[config.mk]
export PLATFORM = sky130hd
export DESIGN_NAME = auxBlockMover
export DESIGN_NICKNAME = d
export VERILOG_FILES = /design/src/rtl/auxMovePkg.sv /design/src/rtl/auxRegBank.sv /design/src/rtl/auxMoveCtrl.sv /design/src/rtl/auxMoveDatapath.sv /design/src/rtl/auxBlockMover.sv
export SDC_FILE = /design/constraint.sdc
export NUM_CORES = 1
export LEC_CHECK = 0
export ABC_AREA = 1
export BUFFER_PORTS_ARGS = -buffer_cell sky130_fd_sc_hd__buf_4
export CAP_MARGIN = 20
export CORE_MARGIN = 1.5
export CORE_UTILIZATION = 53
export CTS_BUF_LIST = sky130_fd_sc_hd__clkbuf_4
export DETAILED_ROUTE_END_ITERATION = 8
export PLACE_DENSITY = 0.89
export SKIP_CTS_REPAIR_TIMING = 1
export SKIP_LAST_GASP = 1
export SLEW_MARGIN = 20
export SYNTH_ARGS = -nofsm -noshare
export SYNTH_HDL_FRONTEND = slang
export SYNTH_SLANG_ARGS = --single-unit
export TNS_END_PERCENT = 5
[constraint.sdc]
create_clock -name clk -period 7.5 [get_ports clk]
set_clock_uncertainty 0.05 [all_clocks]
set_input_delay 0.75 -clock clk [delete_from_list [all_inputs] [get_ports clk]]
set_output_delay 0.75 -clock clk [all_outputs]
set_load 0.05 [all_outputs]
[src/rtl/auxMovePkg.sv]
package auxMovePkg;
  localparam logic [3:0] IDX_MAIN_HI = 4'd0;
  localparam logic [3:0] IDX_MAIN_LO = 4'd1;
  localparam logic [3:0] IDX_AUX_HI  = 4'd2;
  localparam logic [3:0] IDX_AUX_LO  = 4'd3;
  localparam logic [3:0] IDX_LEN_HI  = 4'd4;
  localparam logic [3:0] IDX_LEN_LO  = 4'd5;
  localparam logic [3:0] IDX_INFO    = 4'd6;
  localparam logic [3:0] IDX_REFRESH = 4'd7;
  localparam logic [3:0] IDX_MODE    = 4'd8;

  // strobes from control to datapath
  typedef struct packed {
    logic load;      // latch programmed addresses and length
    logic beatWr;    // primary write of one beat, then advance
    logic mirrorWr;  // extra auxiliary write into the upper region
  } moveStrobe_t;
endpackage

[src/rtl/auxRegBank.sv]
module auxRegBank
  import auxMovePkg::*;
#(
  parameter int ADDR_W  = 26,
  parameter int COUNT_W = 26
) (
  input  logic                 clk,
  input  logic                 rstN,
  input  logic                 wrEn,
  input  logic [3:0]           idx,
  input  logic [15:0]          wrData,
  input  logic                 busy,
  output logic [15:0]          rdData,
  output logic                 startReq,
  output logic [ADDR_W-1:0]    mainBase,
  output logic [ADDR_W-1:0]    auxBase,
  output logic [COUNT_W-6:0]   chunkCount,
  output logic                 dirAuxToMain,
  output logic [3:0]           infoMode
);
  localparam int AHI_W = ADDR_W - 16;
  localparam int CHI_W = COUNT_W - 16;

  logic [AHI_W-1:0] mainHi, auxHi;
  logic [CHI_W-1:0] lenHi;
  logic [10:0]      mainLo, auxLo, lenLo;
  logic             dirBit;
  logic [6:0]       info;
  logic [10:0]      refresh;

  assign startReq = wrEn && (idx == IDX_LEN_LO) && !busy;

  always_ff @(posedge clk) begin
    if (!rstN) begin
      mainHi <= '0; auxHi <= '0; lenHi <= '0;
      mainLo <= '0; auxLo <= '0; lenLo <= '0;
      dirBit <= 1'b0; info <= '0; refresh <= 11'd156;
    end else if (wrEn) begin
      case (idx)
        IDX_MAIN_HI: mainHi <= wrData[AHI_W-1:0];
        IDX_MAIN_LO: mainLo <= wrData[15:5];
        IDX_AUX_HI:  auxHi  <= wrData[AHI_W-1:0];
        IDX_AUX_LO:  auxLo  <= wrData[15:5];
        IDX_LEN_HI: begin
          lenHi  <= wrData[CHI_W-1:0];
          dirBit <= wrData[15];
        end
        IDX_LEN_LO:  if (!busy) lenLo <= wrData[15:5];
        IDX_INFO:    info    <= wrData[6:0];
        IDX_REFRESH: refresh <= wrData[10:0];
        default: ;
      endcase
    end
  end

  always_comb begin
    case (idx)
      IDX_MAIN_HI: rdData = 16'(mainHi);
      IDX_MAIN_LO: rdData = {mainLo, 5'b0};
      IDX_AUX_HI:  rdData = 16'(auxHi);
      IDX_AUX_LO:  rdData = {auxLo, 5'b0};
      IDX_LEN_HI:  rdData = 16'(lenHi) | {dirBit, 15'b0};
      IDX_LEN_LO:  rdData = {lenLo, 5'b0};
      IDX_INFO:    rdData = 16'(info);
      IDX_REFRESH: rdData = 16'(refresh);
      IDX_MODE:    rdData = 16'd1;
      default:     rdData = 16'd0;
    endcase
  end

  assign mainBase     = {mainHi, mainLo, 5'b0};
  assign auxBase      = {auxHi, auxLo, 5'b0};
  assign chunkCount   = {lenHi, lenLo};
  assign dirAuxToMain = dirBit;
  assign infoMode     = info[3:0];

  // length low half stays frozen while a transfer runs
  assert_len_frozen_R10: assert property (@(posedge clk) disable iff (!rstN)
    busy |=> $stable(lenLo));
  // high halves never show bits above the writable field
  assert_hi_mask_R1: assert property (@(posedge clk) disable iff (!rstN)
    (idx == IDX_MAIN_HI || idx == IDX_AUX_HI) |-> rdData[15:AHI_W] == '0);
endmodule

[src/rtl/auxMoveCtrl.sv]
module auxMoveCtrl
  import auxMovePkg::*;
#(
  parameter int COUNT_W       = 26,
  parameter int CYC_PER_CHUNK = 246
) (
  input  logic               clk,
  input  logic               rstN,
  input  logic               startReq,
  input  logic [COUNT_W-6:0] chunkCount,
  input  logic               moreBeats,
  input  logic               needMirror,
  output moveStrobe_t        strobe,
  output logic               busy,
  output logic               doneIrq
);
  localparam int CHUNK_W = COUNT_W - 5;
  localparam int TIMER_W = CHUNK_W + $clog2(CYC_PER_CHUNK + 1);

  logic               pending, mirrorDone;
  logic [TIMER_W-1:0] timer, fullTime, loadTime;

  assign fullTime = TIMER_W'(chunkCount) * TIMER_W'(CYC_PER_CHUNK);
  assign loadTime = (fullTime == '0) ? '0 : fullTime - 1'b1;

  logic active;
  assign active          = busy && !pending && moreBeats;
  assign strobe.load     = pending;
  assign strobe.mirrorWr = active && needMirror && !mirrorDone;
  assign strobe.beatWr   = active && !(needMirror && !mirrorDone);

  always_ff @(posedge clk) begin
    if (!rstN) begin
      busy <= 1'b0; pending <= 1'b0; mirrorDone <= 1'b0;
      timer <= '0; doneIrq <= 1'b0;
    end else begin
      doneIrq <= 1'b0;
      if (startReq) begin
        busy <= 1'b1; pending <= 1'b1; mirrorDone <= 1'b0;
      end else if (pending) begin
        pending <= 1'b0;
        timer   <= loadTime;
      end else if (busy) begin
        if (strobe.mirrorWr)    mirrorDone <= 1'b1;
        else if (strobe.beatWr) mirrorDone <= 1'b0;
        if (timer <= TIMER_W'(1)) begin
          busy    <= 1'b0;
          doneIrq <= 1'b1;
        end else begin
          timer <= timer - 1'b1;
        end
      end
    end
  end

  assert_irq_ends_busy_R7: assert property (@(posedge clk) disable iff (!rstN)
    $fell(busy) |-> doneIrq);
  assert_beats_before_irq_R7: assert property (@(posedge clk) disable iff (!rstN)
    doneIrq |-> !moreBeats);
  assert_no_beat_idle_R4: assert property (@(posedge clk) disable iff (!rstN)
    !busy |-> !(strobe.beatWr || strobe.mirrorWr));
  assert_start_raises_busy_R4: assert property (@(posedge clk) disable iff (!rstN)
    startReq |=> busy);
endmodule

[src/rtl/auxMoveDatapath.sv]
module auxMoveDatapath
  import auxMovePkg::*;
#(
  parameter int              ADDR_W      = 26,
  parameter int              COUNT_W     = 26,
  parameter int              DATA_W      = 64,
  parameter longint unsigned AUX_SIZE    = 64'h100_0000,
  parameter longint unsigned MIRROR_OFFS = 64'h40_0000
) (
  input  logic               clk,
  input  logic               rstN,
  input  moveStrobe_t        strobe,
  input  logic [ADDR_W-1:0]  mainBase,
  input  logic [ADDR_W-1:0]  auxBase,
  input  logic [COUNT_W-6:0] chunkCount,
  input  logic               dirAuxToMain,
  input  logic [3:0]         infoMode,
  output logic               moreBeats,
  output logic               needMirror,
  output logic [ADDR_W-1:0]  mainAddr,
  output logic               mainWrEn,
  output logic [DATA_W-1:0]  mainWrData,
  input  logic [DATA_W-1:0]  mainRdData,
  output logic [ADDR_W-1:0]  auxAddr,
  output logic               auxWrEn,
  output logic [DATA_W-1:0]  auxWrData,
  input  logic [DATA_W-1:0]  auxRdData
);
  localparam int                BEAT_W   = COUNT_W - 3;
  localparam int                BEAT_B   = DATA_W / 8;
  localparam logic [ADDR_W-1:0] OFFS     = ADDR_W'(MIRROR_OFFS);

  logic [ADDR_W-1:0] curMain, curAux;
  logic [BEAT_W-1:0] beatsLeft;
  logic              dirLatched, mirrorMode;

  always_ff @(posedge clk) begin
    if (!rstN) begin
      curMain <= '0; curAux <= '0; beatsLeft <= '0;
      dirLatched <= 1'b0; mirrorMode <= 1'b0;
    end else if (strobe.load) begin
      curMain    <= mainBase;
      curAux     <= auxBase;
      dirLatched <= dirAuxToMain;
      mirrorMode <= (infoMode == 4'd4) && !dirAuxToMain;
      beatsLeft  <= (64'(auxBase) < AUX_SIZE) ? {chunkCount, 2'b00} : '0;
    end else if (strobe.beatWr) begin
      curMain   <= curMain + ADDR_W'(BEAT_B);
      curAux    <= curAux + ADDR_W'(BEAT_B);
      beatsLeft <= beatsLeft - 1'b1;
    end
  end

  assign moreBeats  = beatsLeft != '0;
  assign needMirror = mirrorMode && (curAux < OFFS);

  assign mainAddr   = curMain;
  assign auxAddr    = strobe.mirrorWr ? curAux + OFFS : curAux;
  assign mainWrEn   = strobe.beatWr && dirLatched;
  assign auxWrEn    = (strobe.beatWr || strobe.mirrorWr) && !dirLatched;
  assign mainWrData = auxRdData;
  assign auxWrData  = mainRdData;

  assert_wr_onehot_R5: assert property (@(posedge clk) disable iff (!rstN)
    $onehot0({mainWrEn, auxWrEn}));
  assert_addr_step_R6: assert property (@(posedge clk) disable iff (!rstN)
    strobe.beatWr |=> mainAddr == $past(mainAddr) + ADDR_W'(BEAT_B));
  assert_mirror_upper_R8: assert property (@(posedge clk) disable iff (!rstN)
    strobe.mirrorWr |-> (auxWrEn && !mainWrEn && auxAddr >= OFFS));
endmodule

[src/rtl/auxBlockMover.sv]
module auxBlockMover
  import auxMovePkg::*;
#(
  parameter int              ADDR_W        = 26,
  parameter int              COUNT_W       = 26,
  parameter int              DATA_W        = 64,
  parameter int              CYC_PER_CHUNK = 246,
  parameter longint unsigned AUX_SIZE      = 64'h100_0000,
  parameter longint unsigned MIRROR_OFFS   = 64'h40_0000
) (
  input  logic              clk,
  input  logic              rstN,
  input  logic              regWrEn,
  input  logic [3:0]        regIdx,
  input  logic [15:0]       regWrData,
  output logic [15:0]       regRdData,
  output logic [ADDR_W-1:0] mainAddr,
  output logic              mainWrEn,
  output logic [DATA_W-1:0] mainWrData,
  input  logic [DATA_W-1:0] mainRdData,
  output logic [ADDR_W-1:0] auxAddr,
  output logic              auxWrEn,
  output logic [DATA_W-1:0] auxWrData,
  input  logic [DATA_W-1:0] auxRdData,
  output logic              busy,
  output logic              doneIrq
);
  moveStrobe_t        strobe;
  logic               startReq, dirAuxToMain, moreBeats, needMirror;
  logic [ADDR_W-1:0]  mainBase, auxBase;
  logic [COUNT_W-6:0] chunkCount;
  logic [3:0]         infoMode;

  auxRegBank #(.ADDR_W(ADDR_W), .COUNT_W(COUNT_W)) uRegs (
    .clk(clk), .rstN(rstN), .wrEn(regWrEn), .idx(regIdx), .wrData(regWrData),
    .busy(busy), .rdData(regRdData), .startReq(startReq),
    .mainBase(mainBase), .auxBase(auxBase), .chunkCount(chunkCount),
    .dirAuxToMain(dirAuxToMain), .infoMode(infoMode));

  auxMoveCtrl #(.COUNT_W(COUNT_W), .CYC_PER_CHUNK(CYC_PER_CHUNK)) uCtrl (
    .clk(clk), .rstN(rstN), .startReq(startReq), .chunkCount(chunkCount),
    .moreBeats(moreBeats), .needMirror(needMirror), .strobe(strobe),
    .busy(busy), .doneIrq(doneIrq));

  auxMoveDatapath #(.ADDR_W(ADDR_W), .COUNT_W(COUNT_W), .DATA_W(DATA_W),
                    .AUX_SIZE(AUX_SIZE), .MIRROR_OFFS(MIRROR_OFFS)) uPath (
    .clk(clk), .rstN(rstN), .strobe(strobe), .mainBase(mainBase),
    .auxBase(auxBase), .chunkCount(chunkCount), .dirAuxToMain(dirAuxToMain),
    .infoMode(infoMode), .moreBeats(moreBeats), .needMirror(needMirror),
    .mainAddr(mainAddr), .mainWrEn(mainWrEn), .mainWrData(mainWrData),
    .mainRdData(mainRdData), .auxAddr(auxAddr), .auxWrEn(auxWrEn),
    .auxWrData(auxWrData), .auxRdData(auxRdData));
endmodule

==> out/qor.yml <==
critPathRequiredTime_ps: 8040
die_height_um: 178
dp_hpwl_mm: 34.7
final_cells: 2678
wl_met3_mm: 4.25
tritoncts: "done"
powerDensity_nw_per_um2: 129
drv_cap: 0
cts_root_buf: "clkbuf_4"
detail-route-antenna-nets: 0
p_sw_uw: 749
ys.flop_type: "dfxtp_1"
worst_pin_slew_ps: 1040
final_area_um2: 16200
ir_worst_vdd_uv: 146
finalSetupViolCount: 0
critical-path-top-delay-family: "adder cells"
syn_inst: 2376
drive_gt1_share_pct: 10.6
critPathLaunch: "uRegs.lenHi[4]"
clk_pin_slew_ps: 180
async_reset_ff_share_pct: 0
firstDrtPassIters: 8
place.gp.congestion: 1.03
crit_fanout: 22
p_leak_uw: 0.00771
layout_min_cycle_time_ps: 5720
vias: 15500
ys_seq_area_share_pct: 23.1
p_int_uw: 1340
slew_violations: 0
seq_power_share_pct: 48.8
io_buffers: 88
routed.top_layer: "met4"
htree_levels: 4
clock.fmax_mhz: 175
wl_met1_mm: 18.6
clkPwrFrac_pct: 28.9
syn2layout_area_growth_pct: 0.434
finalSetupTns_ps: 0
nets: 2570
status: "complete, no violations"
start_kind: "flip-flop"
cts_buffers: 17
cp_common_cell: "inv_1"
cp_slowest_stage_delay_ps: 620
grt_setup_unrepaired: "no"
die_x_um: 178
route.met2.wl_mm: 20.4
fp.coreArea_um2: 29800
postRouteWirelength_mm: 45.0
crit_end: "uCtrl.timer[9]"
grt_pass1_vias: 14400
critPathKind: "reg2reg"
grt_max_degree: 109
syn_area_per_cell_um2: 6.79
endpoint_kind: "flip-flop"
switching_share_pct: 35.9
dpl_worst_slack_ps: 1810
clkSinkCount: 186
insertion_delay_ps: 660
layout_commonest_cell: "nand2_1"
crit_cells: 24
hold_class: "in2reg"
rrSetupSlack_ps: 1780
timing.rr.start: "uRegs.lenHi[4]"
wl_per_cell_um: 16.8
pin_count: 351
crit_path_top_delay_cell: "dfxtp_1"
reg2reg_to: "uCtrl.timer[9]"
syn-cell-area_um2: 16100
layout_common_cells: "nand2_1, inv_1, dfxtp_1"
routed_via_density: 5.77
start_util_pct: 54.2
grt.total_usage_pct: 28.6
finalHoldViolations: 0
first_iter_violations: 1831
timing.slew.headroom_pct: 30.7
yosys_warnings: 0
synth-edff-count: 0
ys_ff_latch: 186
arrival_ps: 6260
crit_buf_inv: 6
combPwrFrac_pct: 22.3
grt.overflow.total: 0
synth_cell_type_count: 57
die_area_um2: 31500
placed_area_um2: 15900
r2r_cells: 24
fin_ws_ps: 1780
grt_pass1_wl_mm: 71.8
drc: 0
rows: 63
fin_crit_sh_pct: 76.3
cp_cell_sequence: "inv_1 > fa_1 > fa_1 > inv_1 > fa_1 > inv_1 > fa_1 > inv_1 > ha_1 > nand2_1 > nor2_1 > inv_1 > nor3_1 > nand3_1 > nand2_1 > nand2_1 > nand2_1 > nor2_1 > nand3_1 > nor2_2 > nor2_2 > buf_4 > o21ai_0 > a21oi_1"
cts_buffer_depth: 2
antenna_found_initial: 1
dp.cells: 2643
==> how the worst min path moves through the flow <==
stage,cells past startpoint,slack [ps],to,start
final,3,280,uRegs.lenLo[9],regWrData[14]
after floorplan,2,370,uRegs.info[4],uRegs.info[4]
after CTS,3,240,uRegs.lenLo[8],regWrData[13]
after global placement,2,390,uRegs.refresh[4],uRegs.refresh[4]
after global routing,3,220,uRegs.lenLo[8],regWrData[13]
after detailed placement,2,390,uRegs.refresh[2],uRegs.refresh[2]
==> worst register-to-register path, cell delays in order, from the launching register on <==
cell	delay (ps)
dfxtp_1	620
inv_1	270
fa_1	510
fa_1	540
inv_1	50
fa_1	540
inv_1	60
fa_1	500
inv_1	40
ha_1	400
nand2_1	130
nor2_1	150
inv_1	90
nor3_1	260
nand3_1	150
nand2_1	90
nand2_1	50
nand2_1	110
nor2_1	50
nand3_1	80
nor2_2	50
nor2_2	220
buf_4	330
o21ai_0	180
a21oi_1	140
==> routing by layer <==
metal	up-vias	global-route usage [%]
li1	7319	-
met2	786	45.6
met5	-	0
met3	156	7.09
met4	0	12.4
met1	7194	36.8
==> logic make-up (layout without fill, tap and decap cells) <==
logic type,after synthesis,after routing,synth area share [%]
AO/OA/AOI/OAI,459,459,16.1
XOR/XNOR,35,35,1.90
adder cells (fa/ha/maj),147,147,14.8
buffers and inverters,603,507,17.9
flip-flops,186,186,23.1
other,1,9,0.0232
AND/OR/NAND/NOR,945,945,26.2
==> layout make-up <==
| type | count | area [µm²] |
|---|---|---|
| flip-flops and latches | 186 | 3720 |
| fillers | 2803 | 13600 |
| clock inverters | 15 | 176 |
| multi-input cells | 1592 | 9540 |
| repair buffers | 96 | 721 |
| diodes | 3 | 7.51 |
| clock buffers | 17 | 128 |
| well taps | 390 | 488 |
| inverters | 379 | 1420 |
==> cell usage after synthesis (5+ instances only) <==
library cell | number | area share, %
nand2_1 | 462 | 11
inv_1 | 372 | 8.7
dfxtp_1 | 186 | 23
a21oi_1 | 180 | 5.6
nor2_1 | 173 | 4.0
o21ai_0 | 159 | 4.9
buf_4 | 155 | 7.2
nand3_1 | 133 | 4.1
ha_1 | 74 | 5.7
fa_1 | 73 | 9.1
clkbuf_1 | 57 | 1.3
nand2_2 | 40 | 1.6
nand4_1 | 34 | 1.3
nor3_1 | 28 | 0.87
a31oi_1 | 26 | 1.0
xor2_1 | 24 | 1.3
nor2_2 | 22 | 0.85
o22ai_1 | 22 | 0.85
a21oi_2 | 13 | 0.71
nor4_1 | 13 | 0.50
o221ai_1 | 12 | 0.65
xnor2_1 | 11 | 0.60
a221oi_1 | 10 | 0.54
or2_2 | 10 | 0.39
nand3_2 | 8 | 0.50
nor2_4 | 7 | 0.49
o211ai_1 | 7 | 0.33
inv_2 | 6 | 0.14
a22oi_1 | 5 | 0.23
a32o_1 | 5 | 0.31
buf_2 | 5 | 0.16
==> power groups by stage <==
stage / clock (µW) / combinational [µW] / sequential [µW]
finish: 603 / 466 / 1020
global route: 642 / 517 / 1020
CTS: 605 / 458 / 1020
detailed placement: 0 / 456 / 1040
global placement: 0 / 444 / 1040
floorplan: 0 / 537 / 1030
==> sequential cells by signal, indices dropped and copies added (netlist names), 7 cells and up <==
register	count
uRegs.info	7
uRegs.auxLo	11
uRegs.mainLo	11
uPath.mainAddr	23
uRegs.lenHi	10
uPath.curAux	23
uRegs.refresh	11
uRegs.mainHi	10
uCtrl.timer	29
uPath.beatsLeft	23
uRegs.lenLo	11
uRegs.auxHi	10
==> metrics by stage <==
stage	util, %	hold WS (ps)	total power (µW)
2_1_floorplan	-	375	1570
3_3_place_gp	53.4	391	1480
3_5_place_dp	53.4	395	1490
4_1_cts	54.4	242	2080
5_1_grt	54.4	222	2180
6_report	54.4	275	2090
Power figures use the tool's default switching activity.
